**config.mk**
```make
export PLATFORM = sky130hd
export DESIGN_NAME = serial_audio_rx
export DESIGN_NICKNAME = d
export VERILOG_FILES = /design/src/rtl/serial_audio_rx.sv
export SDC_FILE = /design/constraint.sdc
export NUM_CORES = 1
export LEC_CHECK = 0
export ABC_AREA = 1
export BUFFER_PORTS_ARGS = -buffer_cell sky130_fd_sc_hd__buf_2
export CAP_MARGIN = 15
export CORE_UTILIZATION = 45
export DETAILED_ROUTE_END_ITERATION = 12
export HOLD_SLACK_MARGIN = 0.15
export PLACE_DENSITY = 0.66
export SYNTH_ARGS = -nofsm -noshare
export SYNTH_HDL_FRONTEND = slang
export SYNTH_SLANG_ARGS = --single-unit
```
**constraint.sdc**
```tcl
create_clock -name clk -period 2.8 [get_ports clk]
set_clock_uncertainty 0.05 [all_clocks]
set_input_delay 0.28 -clock clk [delete_from_list [all_inputs] [get_ports clk]]
set_output_delay 0.28 -clock clk [all_outputs]
set_load 0.005 [all_outputs]
```
**src/rtl/serial_audio_rx.sv**
```systemverilog
module serial_audio_rx #(
  parameter int SAMPLE_W = 24,
  parameter int POS_W    = 6
) (
  input  logic                clk,
  input  logic                rst_n,
  input  logic                bit_clk,
  input  logic                frame_clk,
  input  logic                ser_data,
  input  logic [1:0]          cfg_len,
  input  logic                cfg_i2s,
  input  logic                cfg_left_hi,
  output logic [SAMPLE_W-1:0] left_o,
  output logic [SAMPLE_W-1:0] right_o,
  output logic                frame_valid_o
);
  localparam int IDX_W = $clog2(SAMPLE_W + 1);
  localparam logic [POS_W-1:0] POS_MAX = '1;

  logic [2:0] bck_p;
  logic [1:0] fck_p, dat_p;
  logic       started, armed, fck_last;
  logic [POS_W-1:0]    pos;
  logic [SAMPLE_W-1:0] shreg, acc, raw, ext;
  logic [IDX_W-1:0]    wlen;
  logic                sgn;

  always_ff @(posedge clk) begin
    if (!rst_n) begin
      bck_p <= '0;
      fck_p <= '0;
      dat_p <= '0;
    end else begin
      bck_p <= {bck_p[1:0], bit_clk};
      fck_p <= {fck_p[0], frame_clk};
      dat_p <= {dat_p[0], ser_data};
    end
  end

  wire rise = bck_p[1] & ~bck_p[2];
  wire fck  = fck_p[1];
  wire din  = dat_p[1];
  wire chg  = rise & started & (fck != fck_last);
  wire [POS_W-1:0] pos_nx = (pos == POS_MAX) ? pos : pos + 1'b1;
  wire wr_en = (int'(pos_nx) >= 1) && (int'(pos_nx) <= int'(wlen));
  int  wr_idx;
  assign wr_idx = int'(wlen) - int'(pos_nx);

  always_comb begin
    case (cfg_len)
      2'b00:   wlen = IDX_W'(SAMPLE_W - 8);
      2'b01:   wlen = IDX_W'(SAMPLE_W - 4);
      default: wlen = IDX_W'(SAMPLE_W);
    endcase
  end

  assign raw = cfg_i2s ? acc : shreg;

  always_comb begin
    sgn = 1'b0;
    for (int i = 0; i < SAMPLE_W; i++)
      if (i == int'(wlen) - 1) sgn = raw[i];
    for (int i = 0; i < SAMPLE_W; i++)
      ext[i] = (i < int'(wlen)) ? raw[i] : sgn;
  end

  always_ff @(posedge clk) begin
    if (!rst_n) begin
      started       <= 1'b0;
      armed         <= 1'b0;
      fck_last      <= 1'b0;
      pos           <= '0;
      shreg         <= '0;
      acc           <= '0;
      left_o        <= '0;
      right_o       <= '0;
      frame_valid_o <= 1'b0;
    end else begin
      frame_valid_o <= 1'b0;
      if (rise) begin
        shreg <= {shreg[SAMPLE_W-2:0], din};
        if (!started) begin
          started  <= 1'b1;
          fck_last <= fck;
        end
        if (chg) begin
          fck_last <= fck;
          armed    <= 1'b1;
          pos      <= '0;
          acc      <= '0;
          if (armed) begin
            if (fck_last == cfg_left_hi) begin
              left_o <= ext;
            end else begin
              right_o       <= ext;
              frame_valid_o <= 1'b1;
            end
          end
        end else begin
          pos <= pos_nx;
          for (int i = 0; i < SAMPLE_W; i++)
            if (wr_en && i == wr_idx) acc[i] <= din;
        end
      end
    end
  end
endmodule

```
* Word-level counts from Yosys, hierarchy flattened
Cells that the tools add are included.
** Storage, ports and cells
- Memory bits (writable) :: 0
- Bits in latches :: 0
- Word-level logic and storage cells :: 281
- Register bits :: 113
- Memory bits (read-only) :: 0
- Output and inout port bits :: 49
- Memories :: 0
** Operators by class
- Bitwise gates (word level) :: 5
- Shifts and indexed selects :: 0
- Multiply operators :: 0
- $lt $le $gt $ge :: 26
- Reductions and logical operators :: 81
- Mux-type cells :: 80
- Add/sub/neg operators :: 3
- Divide/modulo/power cells :: 0
- Equality and inequality tests :: 51
** Operator list (number)
- 2-to-1 mux 1 bit :: 75
- zero test 32 bit :: 2
- == test 5 x 7 -> 1 bit, first input constant :: 8
- == test 6 x 7 -> 1 bit, first input constant :: 8
- AND reduction 2 bit :: 26
- == test 5 x 6 -> 1 bit, first input constant :: 8
- == test 6 bit, first input constant :: 8
- 2-to-1 mux 24 bit :: 2
- nonzero test 2 bit :: 24
- less-than comparator 4 x 5 -> 1 bit, first input constant :: 8
- less-than comparator 5 bit, first input constant :: 8
- == test 4 x 7 -> 1 bit, first input constant :: 4
- logical AND 1 bit :: 25
- == test 4 x 6 -> 1 bit, first input constant :: 4
- less-than comparator 3 x 5 -> 1 bit, first input constant :: 4
- == test 3 x 7 -> 1 bit, first input constant :: 2
- == test 3 x 6 -> 1 bit, first input constant :: 2
- 2-to-1 mux 6 bit :: 2
- AND reduction 4 bit :: 3
- less-than comparator 1 x 5 -> 1 bit, first input constant :: 2
- less-than comparator 2 x 5 -> 1 bit, first input constant :: 2
- case mux 4 bit (2 select lines) :: 1
- == test 2 x 7 -> 1 bit, first input constant :: 1
- subtractor 5 x 6 -> 7 bit :: 1
- 13 further kinds :: 16

* Longest topological paths before layout
Gate-level depths: netlist of run 1.
- Word-level depth :: 29
- Gate-level depth with buffers :: 19
- Gate-level depth less buffers :: 19

* Worst setup path after synthesis of run 1
OpenSTA, ideal clock, no wires.
- Path kind :: register to register
- From :: register pos[0]
- To :: register acc[2]
- Period minus slack after synthesis :: 2.642 ns
- Library setup time :: 0.115 ns
- Arrival :: 2.477 ns
- Stages on the path, launching flop included :: 19
- Slack :: 0.158 ns
- Buffers on the path :: 0
- Cells stage by stage :: dfxtp_1 > ha_1 > nand3_2 > nor2_4 > nor2_1 > nor2_1 > inv_1 > ha_1 > nand3_1 > nor2_4 > nand2_2 > nand2_2 > nand2_2 > nand2_4 > inv_2 > nor2_4 > nand3_1 > nand2_1 > nor2_1
** Between the ends
- Cells in the longest elaborated chain, start to end :: 7
** Ends and longest elaborated chain
- from (decl) :: RTL line 23 : logic [POS_W-1:0] pos;
- from (signal assigned) :: RTL line 100 : pos <= pos_nx;
- adder 6 x 1 -> 6 bit or == test 6 bit (tied branches) :: RTL line 44 : wire [POS_W-1:0] pos_nx = (pos == POS_MAX) ? pos : pos + 1'b1;
- 2-to-1 mux 6 bit * :: RTL line 44
- subtractor 5 x 6 -> 7 bit (tied with other cells) :: RTL line 47 : assign wr_idx = int'(wlen) - int'(pos_nx);
- == test 3 x 7 -> 1 bit or logical AND 1 bit (tied branches) :: RTL line 102, 45
- logical AND 1 bit * :: RTL line 102 : if (wr_en && i == wr_idx) acc[i] <= din;
- nonzero test 2 bit (no line) *
- AND reduction 2 bit (no line) *
- to (signal, indexed assignment) :: RTL line 102
- to (decl) :: RTL line 24 : logic [SAMPLE_W-1:0] shreg, acc, raw, ext;
Every way passes the cells marked *; elsewhere a longest branch is shown, timed or not.
A chain may end at the register's enable or synchronous reset.

* Final worst setup path of run 1
- From :: register pos[0]
- To :: register acc[19]
** Between the ends
- Cells in the longest elaborated chain, start to end :: 7
** Ends and longest elaborated chain (RTL line)
- adder 6 x 1 -> 6 bit or == test 6 bit (tied branches) :: 44
- 2-to-1 mux 6 bit * :: 44
- subtractor 5 x 6 -> 7 bit (tied with other cells) :: 47
- == test 6 x 7 -> 1 bit or logical AND 1 bit (tied branches) :: 102, 45
- logical AND 1 bit * :: 102
- nonzero test 2 bit (no line) *
- AND reduction 2 bit (no line) *
Marks and branches as above.

==> flow_summary.json, run 1 <==
{
  "status": "finished clean",
  "cts_tree": "built",
  "synth_most_common_cell": "nor2_1",
  "slew_viol_final": 0,
  "dp_slack_ns": 0.01470,
  "peakVddDrop_v": 0.0005631,
  "start_util": 0.4638,
  "rsz0062_at_grt": "true",
  "area_growth_pct": 21.08,
  "syn_area_per_cell_um2": 6.863,
  "io_pins": 58,
  "worst_skew_pair.late_latency_ns": 0.42,
  "synth-edff-count": 0,
  "synth.area.top_cells": "dfxtp_1 43%, nor2_1 11%, nand2_1 11%, o21ai_0 6.9%, a21oi_1 5.4%",
  "antenna_cells": 0,
  "grt_overflow": 0,
  "max_freq_mhz": 384.6,
  "netlist_area_um2": 5319,
  "antenna_found_initial": 0,
  "cp_data_arrival_time_ns": 2.86,
  "die_h_um": 110.7,
  "startpoint_type": "register",
  "ctsLongestPathBuffers": 2,
  "numCtsBuffers": 17,
  "synth_seq_cells": 113,
  "hold_violations": 0,
  "synth.top_cell.area_share": 0.4253,
  "vias": 5070,
  "tightest_slew_ns": 0.8399,
  "drive_gt1_frac": 0.2028,
  "first_iter_violations": 484,
  "grt_pass1_vias": 4743,
  "fin_setup_tns_ns": 0,
  "criticalPathCategory": "reg -> reg",
  "drv_cap": 0,
  "cp-end-kind": "register",
  "grt_pass1_wl_mm": 22.71,
  "io_buffer_count": 57,
  "cts_max_level": 4,
  "nets": 844,
  "period_minus_slack_ns": 2.600,
  "slew_headroom": 0.4366,
  "cellLeakagePower_nw": 2.834,
  "p_per_area_nw_per_um2": 644.9,
  "cts_sinks": 113,
  "syn_inst": 775,
  "critical_path_required_ns": 3.06,
  "worstPathMaxFanout": 8,
  "grt_max_degree": 87,
  "rows": 39,
  "synth_top_flop_cell": "dfxtp_1",
  "routabilityCongestion": 0.9524,
  "track_usage": 0.2301,
  "route.detailed.wl_per_inst_um": 13.61,
  "finalSetupViolations": 0,
  "die_area_um2": 12260,
  "hp-class": "in -> reg",
  "ys.warnings.count": 0,
  "first_pass_iters": 5,
  "drc": 0,
  "ys_types": 34,
  "clk_pin_slew_ns": 0.06,
  "seq_area_frac_synth": 0.4253,
  "yosys.area.top_type": "dfxtp_1",
  "routed_wl_mm": 13.42,
  "fin_crit_sh": 0.9286,
  "core_um2": 11470,
  "synth-async-reset-ratio": 0,
  "die_w_um": 110.7,
  "setup_ws_ns": 0.2000,
  "hpwl_mm": 8.972,
  "synth_nets": 789,
  "cts_root_buffer": "clkbuf_16",
  "ant_nets": 0,
  "routed_via_density": 5.142,
  "synth_common_cells": "159 x nor2_1, 154 x nand2_1, 113 x dfxtp_1, 73 x o21ai_0, 57 x a21oi_1"
}
[cell usage in the layout (no fill, tap or decap), types with 4 or more instances in the layout]
| cell type | instances |
|---|---|
| inv_1 | 48 |
| clkbuf_1 | 5 |
| buf_2 | 57 |
| a21oi_1 | 57 |
| dfxtp_1 | 110 |
| bufinv_16 | 4 |
| nand2_1 | 154 |
| nand2_4 | 6 |
| clkbuf_16 | 17 |
| nor2_2 | 15 |
| nand4_1 | 9 |
| nor2_4 | 9 |
| buf_4 | 13 |
| o21ai_0 | 73 |
| nor2_1 | 152 |
| inv_2 | 9 |
| nand2_2 | 23 |
| nand3_1 | 42 |
[area by class of cell]
class / count / area, um2
multi-input combinational: 566 / 2756
sequential: 113 / 2266
tap: 143 / 178.9
clock buffer: 22 / 444.2
timing repair buffer: 73 / 412.9
clock inverter: 10 / 160.2
fill: 1126 / 5027
inverter: 59 / 221.5
[stage by stage]
step / utilization / area (um2) / hold slack, ns / cells / total power [mW]
3_5_place_dp: 0.4990 / 5722 / 0.3476 / 948 / 1.933
3_3_place_gp: 0.4990 / 5722 / 0.3463 / 948 / 1.929
4_1_cts: 0.5545 / 6359 / 0.2592 / 983 / 4.167
2_1_floorplan: - / 5319 / 0.3276 / 775 / 1.873
5_1_grt: 0.5616 / 6440 / 0.3318 / 986 / 4.295
6_report: 0.5616 / 6440 / 0.2714 / 986 / 4.153
[sequential cells by signal, indices dropped and copies added, names as in the netlist, 2 cells and up]
register	count
acc	24
bck_p	3
dat_p	2
fck_p	2
left_o	24
pos	6
right_o	24
shreg	24
[layer usage]
layer  part of all wire  up-vias  wire length [um]  track usage
met1               0.46     2301              6226       0.2960
met5                  0        -                 0            0
met3              0.054       26               723      0.06616
met2               0.46      155              6184       0.3607
met4              0.021        0               284      0.09600
li1                   -     2588                 -            -
[critical path, cell delays in order, from the launching register on]
cell	delay, ns
dfxtp_2	0.35
ha_4	0.15
nand3_2	0.13
nor2_4	0.15
nor2_1	0.06
nor2_2	0.13
inv_2	0.07
ha_4	0.31
nand3_4	0.11
nand2_2	0.11
nand2_2	0.07
nand2_4	0.14
nand2_2	0.14
nor2_4	0.24
nand3_1	0.11
nand2_1	0.11
nor2_1	0.05
[what timing repair did]
action	in CTS	in global routing
pin swaps	0	4
setup endpoints to repair	1	23
endpoints found under the hold margin	3	0
hold buffers	3	0
gates cloned	0	1
resized for setup	1	16
setup buffers	0	2
[cells by family after synthesis]
family	count (synthesis)	synth area share
XOR/XNOR	2	0.003294
buffers and inverters	97	0.07010
AND/OR/NAND/NOR	418	0.3538
AO/OA/AOI/OAI	140	0.1357
flip-flops	113	0.4253
adder cells (fa/ha/maj)	5	0.01176
[report_power, final]
part | internal, mW | total [mW] | switching (mW)
clock | 1.48 | 2.24 | 0.752
combinational | 0.0765 | 0.264 | 0.187
sequential | 1.64 | 1.65 | 0.0168
[final timing paths]
kind	start	endpoint	slack (ns)	cells after the start
worst min-delay path	cfg_len[0]	right_o[19]$_SDFFE_PN0P_	0.27	5
worst min register to register	fck_p[0]$_SDFF_PN0_	fck_p[1]$_SDFF_PN0_	0.36	2
worst max-delay path	pos[0]$_SDFFE_PN0P_	acc[19]$_SDFFE_PN0P_	0.20	16
worst max register to register	pos[0]$_SDFFE_PN0P_	acc[19]$_SDFFE_PN0P_	0.20	16
(Power assumes the default switching activity.)
==> run 2: changes to the inputs <==
==> constraint.sdc (replaced) <==
create_clock -name clk -period 2.8 [get_ports clk]
set_clock_uncertainty 0.05 [all_clocks]
set_input_delay 0.84 -clock clk [delete_from_list [all_inputs] [get_ports clk]]
set_output_delay 0.84 -clock clk [all_outputs]
set_load 0.005 [all_outputs]
==> run 2 against run 1 <==
Net effect: via count fell by 0.63%; worst hold slack improved by 0.088 ns; sequential share of layout area rose by 0.46 points; clock-buffer cell count fell by 4; cell count rose by 0.10%; critical endpoint is now acc[11]$_SDFFE_PN0P_.
==> flow_summary.json, run 2 (synthesis results as in run 1) <==
{
  "cts_root_buffer": "clkbuf_16",
  "p_per_area_nw_per_um2": 605.6,
  "drc": 0,
  "period_minus_slack_ns": 2.634,
  "area_growth_pct": 19.31,
  "die_w_um": 110.7,
  "cts_max_level": 4,
  "cp-end-kind": "register",
  "worst_skew_pair.late_latency_ns": 0.42,
  "ctsLongestPathBuffers": 2,
  "criticalPathCategory": "reg -> reg",
  "pwr-share-seq": 0.430,
  "slew_headroom": 0.4458,
  "hold_violations": 0,
  "rows": 39,
  "slew_viol_final": 0,
  "routabilityCongestion": 0.9200,
  "io_pins": 58,
  "first_iter_violations": 540,
  "start_util": 0.4638,
  "seq_area_um2": 2262,
  "worstPathMaxFanout": 10,
  "switchingPower_uw": 995.7,
  "hpwl_mm": 9.279,
  "tightest_slew_ns": 0.8293,
  "vias": 5038,
  "routed_wl_mm": 13.50,
  "critical_path_required_ns": 3.06,
  "fin_setup_tns_ns": 0,
  "grt_overflow": 0,
  "hp-class": "reg -> reg",
  "drv_cap": 0,
  "fin_crit_sh": 0.9409,
  "fillers": 1119,
  "die_area_um2": 12260,
  "finalSetupViolations": 0,
  "first_pass_iters": 5,
  "cts_hold_buf": 0,
  "max_freq_mhz": 379.6,
  "ant_nets": 0,
  "peakVddDrop_v": 0.0004933,
  "startpoint_type": "register",
  "nets": 845,
  "routed_via_density": 5.104,
  "numCtsBuffers": 17,
  "antenna_cells": 0,
  "switching_share": 0.2591,
  "finalPower_mw": 3.843,
  "drive_gt1_frac": 0.2038,
  "clk_pin_slew_ns": 0.06,
  "cellLeakagePower_nw": 2.801,
  "cp_data_arrival_time_ns": 2.90,
  "route.detailed.wl_per_inst_um": 13.67,
  "antenna_found_initial": 0,
  "timing.hold.ws_ns": 0.3593,
  "grt_pass1_vias": 4523,
  "multi_input_area_um2": 2724,
  "p_clk_frac": 0.503,
  "final_common_cell": "nor2_1",
  "p_comb_frac": 0.067,
  "grt_max_degree": 87,
  "core_um2": 11470,
  "io_buffer_count": 57,
  "rsz0062_at_grt": "true",
  "cts_tree": "built",
  "status": "finished clean",
  "cts_sinks": 113,
  "final_cell_mix": "155 x nor2_1, 154 x nand2_1, 113 x dfxtp_1",
  "die_h_um": 110.7,
  "finish.utilization": 0.5534,
  "intPower_mw": 2.847,
  "grt_pass1_wl_mm": 22.22,
  "track_usage": 0.2266
}
## run 2: through the flow
stage                     std cells  setup WS (ns)  instance area (um2)
final                           987         0.1655                 6346
after detailed placement        952       0.006406                 5752
after global routing            987       -0.02694                 6346
after CTS                       984        0.05139                 6291
after global placement          952        0.04927                 5752
after floorplan                 775         0.1399                 5319
## run 2: final cells by class
class                   instances  area share
clock buffers                  18     0.06763
inverters                      59     0.03490
multi-input cells             565      0.4292
clock inverters                14     0.01735
flip-flops and latches        113      0.3565
well taps                     143     0.02819
repair buffers                 75     0.06625
## run 2: path summary, 6_finish.rpt
path	startpoint	to	slack (ns)	cells past startpoint
worst min register to register	bck_p[0]$_SDFF_PN0_	bck_p[1]$_SDFF_PN0_	0.36	2
worst min-delay path	bck_p[0]$_SDFF_PN0_	bck_p[1]$_SDFF_PN0_	0.36	2
worst max-delay path	pos[1]$_SDFFE_PN0P_	acc[11]$_SDFFE_PN0P_	0.17	18
worst max register to register	pos[1]$_SDFFE_PN0P_	acc[11]$_SDFFE_PN0P_	0.17	18
## run 2: layer usage
layer | global-route usage | vias up | routed length [um]
met3 | 0.05085 | 17 | 719
met5 | 0 | - | 0
met2 | 0.3528 | 142 | 6250
li1 | - | 2592 | -
met1 | 0.3039 | 2287 | 6318
met4 | 0.09156 | 0 | 209
## run 2: what timing repair did
| action | CTS | global route |
|---|---|---|
| setup endpoints to repair | 0 | 23 |
| gates resized for setup | 0 | 9 |
| buffers inserted | 0 | 3 |
## run 2: power by group through the flow
stage | registers (mW) | logic (mW) | clock network [mW]
floorplan | 1.68 | 0.192 | 0
global placement | 1.68 | 0.249 | 0
detailed placement | 1.69 | 0.252 | 0
CTS | 1.65 | 0.253 | 1.97
global route | 1.65 | 0.289 | 2.04
finish | 1.65 | 0.259 | 1.93
## run 2: worst max-delay path, stage by stage (launching register included)
cell and delay, ns:
dfxtp_1 0.33, ha_2 0.21, nand3_2 0.13, nor2_4 0.15, nor2_1 0.06, nor2_2 0.14, inv_2 0.07, ha_4 0.30
nand3_1 0.13, nor2_4 0.13, nand2_2 0.09, nand2_2 0.09, nand2_2 0.06, nand2_4 0.08, nand2_4 0.11, nor2_1 0.17
nand3_1 0.08, nand2_1 0.09, nor2_1 0.04
